**config.mk**
```make
export PLATFORM = sky130hd
export DESIGN_NAME = shreg_core
export DESIGN_NICKNAME = d
export VERILOG_FILES = /design/src/rtl/shreg_pkg.sv /design/src/rtl/shreg_next.sv /design/src/rtl/shreg_port.sv /design/src/rtl/shreg_core.sv
export SDC_FILE = /design/constraint.sdc
export NUM_CORES = 1
export LEC_CHECK = 0
export BUFFER_PORTS_ARGS = -buffer_cell sky130_fd_sc_hd__buf_2
export CAP_MARGIN = 20
export CORE_AREA = 2 2 39 41
export CTS_CLUSTER_SIZE = 16
export DETAILED_ROUTE_END_ITERATION = 10
export DIE_AREA = 0 0 41 43
export SKIP_CTS_REPAIR_TIMING = 1
export SLEW_MARGIN = 10
export SYNTH_ARGS = -nofsm -noshare
export SYNTH_HDL_FRONTEND = slang
export SYNTH_SLANG_ARGS = --single-unit
```
**constraint.sdc**
```tcl
create_clock -name clk -period 2.4 [get_ports clk]
set_input_delay 0.48 -clock clk [delete_from_list [all_inputs] [get_ports clk]]
set_output_delay 0.48 -clock clk [all_outputs]
set_load 0.01 [all_outputs]
```
**src/rtl/shreg_pkg.sv**
```systemverilog
package shreg_pkg;
  typedef enum logic [1:0] {
    MODE_KEEP = 2'b00,
    MODE_UP   = 2'b01,
    MODE_DOWN = 2'b10,
    MODE_LOAD = 2'b11
  } shmode_e;
endpackage

```
**src/rtl/shreg_next.sv**
```systemverilog
module shreg_next
  import shreg_pkg::*;
#(
  parameter int WIDTH = 8
) (
  input  logic [WIDTH-1:0] cur,
  input  shmode_e          mode,
  input  logic             clr_n,
  input  logic             ser_lo,
  input  logic             ser_hi,
  input  logic [WIDTH-1:0] par,
  output logic [WIDTH-1:0] nxt
);
  localparam int TOP = WIDTH - 1;

  logic [WIDTH-1:0] up_v;
  logic [WIDTH-1:0] down_v;

  // neighbour wiring for the two shift directions
  assign up_v[0]     = ser_lo;
  assign down_v[TOP] = ser_hi;
  for (genvar i = 1; i < WIDTH; i++) begin : g_up
    assign up_v[i] = cur[i-1];
  end
  for (genvar i = 0; i < TOP; i++) begin : g_down
    assign down_v[i] = cur[i+1];
  end

  always_comb begin
    if (!clr_n) begin
      nxt = '0;
    end else begin
      unique case (mode)
        MODE_UP:   nxt = up_v;
        MODE_DOWN: nxt = down_v;
        MODE_LOAD: nxt = par;
        default:   nxt = cur;
      endcase
    end
  end
endmodule

```
**src/rtl/shreg_port.sv**
```systemverilog
module shreg_port
  import shreg_pkg::*;
#(
  parameter int WIDTH = 8
) (
  input  logic [WIDTH-1:0] cur,
  input  shmode_e          mode,
  input  logic             en_a_n,
  input  logic             en_b_n,
  output logic [WIDTH-1:0] pio_out,
  output logic             pio_drive
);
  logic both_on;
  logic not_load;

  assign both_on   = ~(en_a_n | en_b_n);
  assign not_load  = (mode != MODE_LOAD);
  assign pio_drive = both_on & not_load;
  assign pio_out   = cur;
endmodule

```
**src/rtl/shreg_core.sv**
```systemverilog
module shreg_core
  import shreg_pkg::*;
#(
  parameter int WIDTH = 8
) (
  input  logic             clk,
  input  logic             clr_n,
  input  logic [1:0]       mode,
  input  logic             ser_lo,
  input  logic             ser_hi,
  input  logic             en_a_n,
  input  logic             en_b_n,
  input  logic [WIDTH-1:0] pio_in,
  output logic [WIDTH-1:0] pio_out,
  output logic             pio_drive,
  output logic             lsb_out,
  output logic             msb_out
);
  localparam int TOP = WIDTH - 1;

  shmode_e          mode_e;
  logic [WIDTH-1:0] q;
  logic [WIDTH-1:0] q_nxt;

  assign mode_e = shmode_e'(mode);

  shreg_next #(.WIDTH(WIDTH)) u_next (
    .cur(q), .mode(mode_e), .clr_n(clr_n), .ser_lo(ser_lo),
    .ser_hi(ser_hi), .par(pio_in), .nxt(q_nxt)
  );

  always_ff @(posedge clk) q <= q_nxt;

  shreg_port #(.WIDTH(WIDTH)) u_port (
    .cur(q), .mode(mode_e), .en_a_n(en_a_n), .en_b_n(en_b_n),
    .pio_out(pio_out), .pio_drive(pio_drive)
  );

  assign lsb_out = q[0];
  assign msb_out = q[TOP];

  // clear wins over every mode
  a_r1_clear: assert property (@(posedge clk) !clr_n |=> (pio_out == '0));

  a_r2_keep: assert property (@(posedge clk) disable iff (!clr_n)
    (mode == 2'b00) |=> $stable(pio_out));

  a_r3_up: assert property (@(posedge clk) disable iff (!clr_n)
    (mode == 2'b01) |=> (lsb_out == $past(ser_lo)));

  a_r4_down: assert property (@(posedge clk) disable iff (!clr_n)
    (mode == 2'b10) |=> (msb_out == $past(ser_hi)));

  a_r5_load: assert property (@(posedge clk) disable iff (!clr_n)
    (mode == 2'b11) |=> (pio_out == $past(pio_in)));
  // a single high enable always blocks the drive
  a_r6_enable: assert property (@(posedge clk) disable iff (!clr_n)
    (en_a_n || en_b_n) |-> !pio_drive);

  a_r7_load_hiz: assert property (@(posedge clk) disable iff (!clr_n)
    (mode == 2'b11) |-> !pio_drive);
endmodule

```
Word-level counts from Yosys, hierarchy flattened:

Index checks and enable logic that the tools add are counted.

* output and inout bits: 11
* register bits after elaboration: 8

* reduce and logical (&&, ||, !) cells: 1
* bitwise operators: 3
* equality and inequality tests: 4
* multiplexer cells: 1

Operators by type and width (count)
* one-hot mux 8 bit (3 select lines): 1
* equality test 2 bit (second input constant): 2
* nonzero test 3 bit: 1
* equality test 2 x 1 -> 1 bit (second input constant): 1
* inequality test 2 bit (second input constant): 1
* AND 1 bit: 1
* NOT 1 bit: 1
* bitwise OR 1 bit: 1

Depth between registers and ports, before layout:

Gate-level depths: netlist of run 1.

* depth in word-level cells: 3
* gate-level depth with buffers: 4
* gate-level depth less buffers: 2

By module:

Synthesis of run 1 repeated with hierarchy kept, for this count alone.

* cell total of the unflattened synthesis: 46
* area total of the unflattened synthesis: 488.0 sq um

By module, submodules not included
* shreg_next: seq. area each 0.0 sq um, times used 1, area an instance 255.2 sq um, cells an instance 29
* shreg_core: seq. area each 160.2 sq um, times used 1, area an instance 160.2 sq um, cells an instance 8
* shreg_port: seq. area each 0.0 sq um, times used 1, area an instance 72.6 sq um, cells an instance 9

Worst setup path before layout of run 1:

Ideal clock, no wire load.

* path kind: input to output
* from: in mode[0]
* to: out pio_drive
* setup slack: 803 ps
* path buffers: 2
* data arrival time: 1117 ps
* data required time: 1920 ps
* cell stages on the path: 3
* cells stage by stage: buf_6 -> buf_12 -> a211oi_1

* longest elaborated chain between the ends: 2

Ends and longest elaborated chain
* from (decl): line shreg_core.sv:8 `input logic [1:0] mode,`
* inequality test 2 bit: line shreg_port.sv:17 `assign not_load = (mode != MODE_LOAD);`
* AND 1 bit: line shreg_port.sv:18 `assign pio_drive = both_on & not_load;`
* to (decl): line shreg_core.sv:15 `output logic pio_drive,`

Every way passes these cells.

Final worst setup path of run 1:

Same ends and word-level chain as after synthesis.

==> run_results.csv, run 1 <==
group,metric,value,unit
run_status,status,"finished clean",
floorplan,dieArea,0.00176,mm^2
sta,finalSetupViolations,0,
drt,vias,398,
sta,tns,0,ns
synth,yosys.area_share.simple,0.0229,
floorplan,die-width,41,um
sta,timing.fmax,611,MHz
clocking,cts_max_path_buffers,2,
floorplan,io-pin-count,27,
synth,post_synth_main_area_contributors,"dfxtp_1 (37%), mux2i_1 (37%), o22ai_1 (11%)",
synth,syn_inst,40,
clocking,numCtsBuffers,3,
sta,period_minus_slack,1.64,ns
place,io_buffer_count,26,
cells_and_area,n_antenna_cell,0,
cells_and_area,fillers,149,
worst_setup_path,crit_type,"in2out",
synth,synth_area_per_cell,10.9,um^2
cells_and_area,regMostFlops,"q",
synth,yosys_warnings,0,
grt,grt_pass1_wl,1.33,mm
drt,drc_errors,0,
worst_setup_path,arrival,1.16,ns
floorplan,start_util,0.316,
synth,synthAdderAreaFrac,0,
synth,synth-seq-cells,8,
synth,yosysSeqAreaShare,0.366,
drt,wl_per_cell,11.2,um
synth,synth_top_family_by_area,"multiplexers",
place,dp_cells,77,
synth,synth_mux_area_frac,0.366,
min_path,holdPathStages,3,
cells_and_area,layout.cells.non_filler,80,
worst_setup_path,startpoint_type,"input pin",
drt,drt_wl_total,895,um
grt,overflow,0,
worst_setup_path,cp_max_fo,17,
floorplan,rows,14,
min_path,hold_path.class,"in2reg",
clocking,clk_latency,0.25,ns
sta,final_max_slew_viol_count,0,
sta,maxSlewHeadroom,0.699,
worst_setup_path,cp.required,1.92,ns
cells_and_area,finalNetCount,82,
clocking,cts_root_buffer,"clkbuf_4",
grt,grt_pass1_vias,347,
worst_setup_path,end_kind,"output port",
sta,finalClockSkew,0.00522,ns
synth,synth_cell_type_count,10,
synth,synth_top_area_share,0.366,
cells_and_area,reg.largest.list,"q (8)",
grt,grt_start_max_net_pins,18,
power_and_ir_drop,ir_worst_vdd,0.200,mV
clocking,cts_htree_levels,1,
synth,synth_compound_area_frac,0.131,
cells_and_area,area_delta_synth_final,28.0,%
sta,hold_ws,0.521,ns
clocking,cts_num_sinks,8,
clocking,clk_pin_slew,0.05,ns
synth,synth_fp_nets,56,
drt,drtIter0Drc,0,
drt,ant_nets,0,
synth,synthXorXnorAreaFrac,0,
cells_and_area,largest_reg_flops,8,
synth,syn-cell-area,438,um^2
drt,viasPerCell,4.98,
cells_and_area,drive_above_1_share,0.453,
drt,dr.pass1.iters,1,
floorplan,die_y,43,um
power_and_ir_drop,power.density,556,mW/mm^2
synth,yosysTopAreaCell,"dfxtp_1",
floorplan,core,0.00138,mm^2
sta,fin_crit_sh,0.682,
sta,timing_worst_slew_pin_value,0.452,ns
power_and_ir_drop,p_leak,0.297,nW
grt,antenna_found_initial,0,
sta,hold_viol_final,0,
flow_run,maxCapViolCount,0,
grt,grt_usage,0.119,
worst_setup_path,reg2reg_depth,2,
clocking,cts_tree,"done",
place,gp_congestion,0.632,
sta,rsz0062_at_grt,"no",
## layer usage
layer,track usage,wire (um),vias up
li1,-,-,200
met1,0.113,365,182
met2,0.175,442,12
met3,0.0628,57,4
met4,0.100,29,0
met5,0,0,-
## worst paths after layout
kind | startpoint | end | slack, ns
setup / recovery | mode[0] | pio_drive | 0.76
hold / removal | pio_in[2] | q[2] | 0.52
setup reg to reg | q[2] | q[3] | 1.70
hold reg to reg | q[0] | q[0] | 0.58
## where the power goes
part	total (mW)	switching, mW	internal [mW]	leakage [nW]
combinational	0.0619	0.0296	0.0323	0.218
sequential	0.148	0.00708	0.141	0.0656
clock	0.102	0.0446	0.0571	0.0138
total	0.312	0.0813	0.231	0.297
## area by class of cell
cell class,count,area [um^2],area share
multi-input cells,27,228,0.406
well taps,16,20.0,0.0357
flip-flops and latches,8,160,0.286
repair buffers,26,130,0.232
clock buffers,3,22.5,0.0402
## cells by family (layout without fill, tap and decap cells)
kind of cell / count (synthesis) / in the layout
simple gates: 2 / 2
buf+inv: 5 / 29
compound gates: 9 / 9
mux: 16 / 16
flops: 8 / 8
## synthesized netlist by cell type
cell type,count
mux2i_1,16
dfxtp_1,8
o22ai_1,8
buf_4,2
a211oi_1,1
buf_1,1
buf_12,1
buf_6,1
nand2_1,1
nand2b_1,1
## placed cells by master, fill, tap and decap left out, drive strengths merged
cell,netlist,routed
buf,5,26
mux2i,16,16
o22ai,8,8
dfxtp,8,8
clkbuf,0,3
a211oi,1,1
nand2,1,1
nand2b,1,1
## stage by stage
stage / power, mW / util / setup slack, ns / cell area, um^2
2_1_floorplan: 0.195 / - / 0.803 / 438
3_3_place_gp: 0.213 / 0.389 / 0.766 / 538
3_5_place_dp: 0.214 / 0.389 / 0.751 / 538
4_1_cts: 0.317 / 0.405 / 0.753 / 561
5_1_grt: 0.334 / 0.405 / 0.722 / 561
6_report: 0.312 / 0.405 / 0.764 / 561
## worst max-delay path: stages
cell and delay (ns):
buf_2 0.25, a211oi_1 0.26, buf_2 0.16
Note: power is estimated with default switching activity, not from simulation.
==> run 2, diff against run 1 <==
--- a/config.mk
+++ b/config.mk
@@ -5,12 +5,14 @@
 export SDC_FILE = /design/constraint.sdc
 export NUM_CORES = 1
 export LEC_CHECK = 0
+export ABC_AREA = 1
 export BUFFER_PORTS_ARGS = -buffer_cell sky130_fd_sc_hd__buf_2
 export CAP_MARGIN = 20
-export CORE_AREA = 2 2 39 41
+export CORE_MARGIN = 2
+export CORE_UTILIZATION = 35
 export CTS_CLUSTER_SIZE = 16
 export DETAILED_ROUTE_END_ITERATION = 10
-export DIE_AREA = 0 0 41 43
+export PLACE_DENSITY = 0.67
 export SKIP_CTS_REPAIR_TIMING = 1
 export SLEW_MARGIN = 10
 export SYNTH_ARGS = -nofsm -noshare
==> constraint.sdc (replaced) <==
create_clock -name clk -period 1.3 [get_ports clk]
set_input_delay 0.26 -clock clk [delete_from_list [all_inputs] [get_ports clk]]
set_output_delay 0.26 -clock clk [all_outputs]
set_load 0.01 [all_outputs]
==> run_results.csv, run 2 <==
group,metric,value,unit
synth,synth_top_area_share,0.303,
power_and_ir_drop,intPower,0.436,mW
cells_and_area,drive_above_1_share,0.321,
worst_setup_path,r2r_slack,0.55,ns
power_and_ir_drop,clkPwrFrac,0.309,
worst_setup_path,startpoint_type,"input pin",
floorplan,die-width,42.8,um
floorplan,die_y,42.8,um
place,gp_congestion,0.765,
synth,synth-edff-count,0,
worst_setup_path,end_kind,"output port",
sta,tns,0,ns
clocking,clk_pin_slew,0.06,ns
synth,synth_ff_type,"dfxtp_1",
synth,yosysSeqAreaShare,0.303,
synth,syn-cell-area,528,um^2
sta,timing_worst_slew_pin_value,0.261,ns
sta,fin_crit_sh,0.856,
grt,grt_start_max_net_pins,18,
cells_and_area,area_delta_synth_final,26.3,%
clocking,cts_htree_levels,1,
cells_and_area,largest_reg_flops,8,
cells_and_area,final_common_cell,"buf_2",
synth,ys_top_cells_by_count,"nand2_1 (17), nand3_1 (15), nor2_1 (14), inv_1 (12), dfxtp_1 (8)",
sta,rsz0062_at_grt,"no",
power_and_ir_drop,pwr-share-comb,0.242,
clocking,clk_latency,0.25,ns
power_and_ir_drop,swShare,0.304,
sta,timing.fmax,899,MHz
clocking,numCtsBuffers,3,
sta,fin_ws,0.187,ns
worst_setup_path,cp.required,1.04,ns
power_and_ir_drop,power.density,940,mW/mm^2
synth,synth-seq-cells,8,
synth,synth_area_per_cell,6.29,um^2
worst_setup_path,cp_max_fo,17,
drt,drt_wl_total,1.26,mm
cells_and_area,regMostFlops,"q",
drt,drtIter0Drc,12,
cells_and_area,n_antenna_cell,0,
synth,synth_fp_nets,100,
grt,grt_usage,0.142,
sta,finalSetupViolations,0,
worst_setup_path,arrival,0.85,ns
cells_and_area,mostFrequentLayoutCells,"buf_2 (26), nand2_1 (17), nand3_1 (15), nor2_1 (14), inv_1 (12)",
synth,post_synth_main_area_contributors,"dfxtp_1 (30%), nand3_1 (14%), nand2_1 (12%)",
floorplan,rows,14,
drt,vias,585,
worst_setup_path,crit_type,"in2out",
grt,grt_pass1_wl,1.91,mm
floorplan,io-pin-count,27,
clocking,cts_num_sinks,8,
power_and_ir_drop,p_switching,0.190,mW
clocking,cts_tree,"done",
synth,ys_async_sr_fraction,0,
run_status,status,"finished clean",
clocking,cts_max_path_buffers,2,
sta,final_max_slew_viol_count,0,
grt,grt_pass1_vias,453,
synth,post-synth-top-count-cell,"nand2_1",
place,dp_worst_setup_slack,0.142,ns
sta,finalClockSkew,0.00400,ns
floorplan,start_util,0.363,
drt,dr.pass1.iters,4,
synth,yosysTopAreaCell,"dfxtp_1",
cells_and_area,finalNetCount,127,
power_and_ir_drop,pwr-share-seq,0.449,
cells_and_area,design_area,667,um^2
synth,syn_inst,84,
floorplan,dieArea,0.00184,mm^2
synth,synth_cell_type_count,13,
place,io_buffer_count,26,
flow_run,maxCapViolCount,0,
place,post_dp_cell_area,644,um^2
power_and_ir_drop,ir_worst_vdd,0.386,mV
floorplan,core,0.00145,mm^2
sta,hold_ws,0.274,ns
clocking,cts_root_buffer,"clkbuf_4",
min_path,hold_path.class,"in2reg",
cells_and_area,fillers,160,
synth,yosys_warnings,0,
power_and_ir_drop,p_total,0.627,mW
drt,ant_nets,0,
grt,overflow,0,
power_and_ir_drop,p_leak,0.398,nW
place,dpl.hpwl,969,um
cells_and_area,reg.largest.list,"q (8)",
drt,wl_per_cell,10.1,um
drt,drc_errors,0,
drt,viasPerCell,4.68,
grt,antenna_found_initial,0,
sta,hold_viol_final,0,
sta,maxSlewHeadroom,0.826,
sta,period_minus_slack,1.11,ns
run 2: final timing paths:
path              cells past startpoint  startpoint        end
hold reg to reg                       2        q[7]       q[7]
setup reg to reg                      4        q[5]       q[5]
hold / removal                        3       clr_n       q[7]
setup / recovery                      5     mode[1]  pio_drive
run 2: final cells by class:
class,instances,area (um^2),area share
well taps,16,20.0,0.0300
multi-input cells,59,285,0.428
repair buffers,26,130,0.195
inverters,13,48.8,0.0732
flip-flops and latches,8,160,0.240
clock buffers,3,22.5,0.0338
run 2: cell families (layout without fill, tap and decap cells):
| group | count (synthesis) | in the layout | synth area share |
|---|---|---|---|
| simple gates | 47 | 47 | 0.374 |
| buf+inv | 17 | 42 | 0.156 |
| compound gates | 12 | 12 | 0.166 |
| flops | 8 | 8 | 0.303 |
run 2: stage by stage:
step / std cells / utilization
finish: 125 / 0.459
global route: 125 / 0.459
CTS: 125 / 0.459
detailed placement: 122 / 0.443
global placement: 122 / 0.443
floorplan: 84 / -
run 2: power by group through the flow:
stage               registers (mW)  logic, mW  clock network [mW]
finish                       0.282      0.152               0.193
global route                 0.284      0.170               0.213
CTS                          0.282      0.153               0.201
detailed placement           0.287      0.152                   0
global placement             0.287      0.151                   0
floorplan                    0.293     0.0924                   0
run 2: worst max-delay path, cell delays in order:
cell	delay [ns]
buf_2	0.24
nand2_1	0.11
nand2_1	0.08
inv_1	0.03
buf_2	0.12
run 2: metal layers:
metal  routed length, um  global-route usage  vias to the layer above
li1                    -                   -                      315
met1                 588               0.168                      248
met2                 560               0.218                       20
met3                  93              0.0426                        2
met4                  16              0.0938                        0
met5                   0                   0                        -
==> run 3, diff against run 2 <==
--- a/config.mk
+++ b/config.mk
@@ -12,7 +12,7 @@
 export CORE_UTILIZATION = 35
 export CTS_CLUSTER_SIZE = 16
 export DETAILED_ROUTE_END_ITERATION = 10
-export PLACE_DENSITY = 0.67
+export PLACE_DENSITY = 0.64
 export SKIP_CTS_REPAIR_TIMING = 1
 export SLEW_MARGIN = 10
 export SYNTH_ARGS = -nofsm -noshare
==> run_results.csv, run 3 (synthesis gave the netlist of run 2 again) <==
group,metric,value,unit
sta,timing_worst_slew_pin_value,0.236,ns
cells_and_area,mostFrequentLayoutCells,"buf_2 (26), nand2_1 (17), nand3_1 (15), nor2_1 (14), inv_1 (12)",
floorplan,rows,14,
drt,viasPerCell,4.72,
drt,ant_nets,0,
cells_and_area,final-seq-area,160,um^2
sta,finalClockSkew,0.00667,ns
sta,finalSetupViolations,0,
worst_setup_path,crit_type,"reg2out",
cells_and_area,drive_above_1_share,0.327,
clocking,cts_root_buffer,"clkbuf_4",
clocking,cts_tree,"done",
flow_run,maxCapViolCount,0,
worst_setup_path,cp_cell_sequence,"buf_2",
sta,period_minus_slack,1.05,ns
cells_and_area,reg.largest.list,"q (8)",
sta,maxSlewHeadroom,0.842,
drt,drt_wl_total,1.22,mm
power_and_ir_drop,ir_worst_vdd,0.363,mV
sta,rsz0062_at_grt,"no",
cells_and_area,regMostFlops,"q",
cells_and_area,final_common_cell,"buf_2",
power_and_ir_drop,p_total,0.626,mW
floorplan,dieArea,0.00184,mm^2
cells_and_area,finalNetCount,128,
cells_and_area,area_delta_synth_final,27.7,%
worst_setup_path,slowest_stage,"dfxtp_1",
sta,final_max_slew_viol_count,0,
worst_setup_path,startpoint_type,"flip-flop",
worst_setup_path,path_buf_inv,1,
place,gp_congestion,0.763,
cells_and_area,largest_reg_flops,8,
clocking,clk_latency,0.25,ns
cells_and_area,n_antenna_cell,0,
sta,hold_viol_final,0,
cells_and_area,layout.cells.non_filler,126,
clocking,cts_htree_levels,1,
cells_and_area,design_area,674,um^2
grt,grt_pass1_vias,576,
sta,tns,0,ns
floorplan,io-pin-count,27,
floorplan,die-width,42.8,um
worst_setup_path,arrival,0.79,ns
drt,drtIter0Drc,13,
place,dp_worst_setup_slack,0.201,ns
place,post_dp_cell_area,652,um^2
grt,grt_start_max_net_pins,14,
worst_setup_path,cp.required,1.04,ns
drt,vias,595,
run_status,status,"finished clean",
grt,grt_usage,0.146,
drt,drc_errors,0,
sta,fin_ws,0.251,ns
clocking,cts_num_sinks,8,
power_and_ir_drop,p_leak,0.403,nW
drt,wl_per_cell,9.69,um
place,dp_cells,123,
cells_and_area,fillers,162,
place,io_buffer_count,26,
clocking,cts_max_path_buffers,2,
min_path,hold_path.class,"in2reg",
power_and_ir_drop,power.density,928,mW/mm^2
clocking,numCtsBuffers,3,
worst_setup_path,cpPeakStageDelay,0.39,ns
sta,fin_crit_sh,0.807,
sta,timing.fmax,953,MHz
worst_setup_path,end_kind,"output port",
cells_and_area,final_core_util,0.464,
drt,dr.pass1.iters,3,
sta,hold_ws,0.280,ns
floorplan,die_y,42.8,um
floorplan,start_util,0.363,
grt,antenna_found_initial,0,
grt,grt_pass1_wl,2.11,mm
floorplan,core,0.00145,mm^2
cells_and_area,multi_input_area,285,um^2
place,dpl.hpwl,1.02,mm
clocking,clk_pin_slew,0.06,ns
worst_setup_path,cp_max_fo,4,
worst_setup_path,crit_family,"flip-flops",
grt,overflow,0,
-- run 3: cell types whose count changed in the layout (fill, tap and decap cells not counted) --
| cell | before | now |
|---|---|---|
| buf_4 | 0 | 1 |
-- run 3: layout make-up --
cell class,instances,area share
clock buffer,3,0.0334
multi-input combinational,59,0.423
sequential,8,0.237
inverter,13,0.0724
timing repair buffer,27,0.204
tap,16,0.0297
-- run 3: final timing paths --
| kind | startpoint | end | slack (ns) | depth (start not counted) |
|---|---|---|---|---|
| max | q[2] | pio_out[2] | 0.25 | 1 |
| max reg2reg | q[4] | q[5] | 0.55 | 4 |
| min reg2reg | q[7] | q[7] | 0.58 | 2 |
| min | clr_n | q[7] | 0.28 | 3 |
-- run 3: metal layers --
layer	global-route usage	up-vias	wire (um)
met5	0	-	0
met4	0.0563	0	0
met3	0.0255	0	49
met2	0.270	12	630
met1	0.163	268	541
li1	-	315	-
-- run 3: report_power, final --
part	switching [mW]	total (mW)	internal [mW]
Sequential	0.0180	0.282	0.264
Clock	0.0858	0.192	0.106
Combinational	0.0835	0.152	0.0688
Total	0.187	0.626	0.438
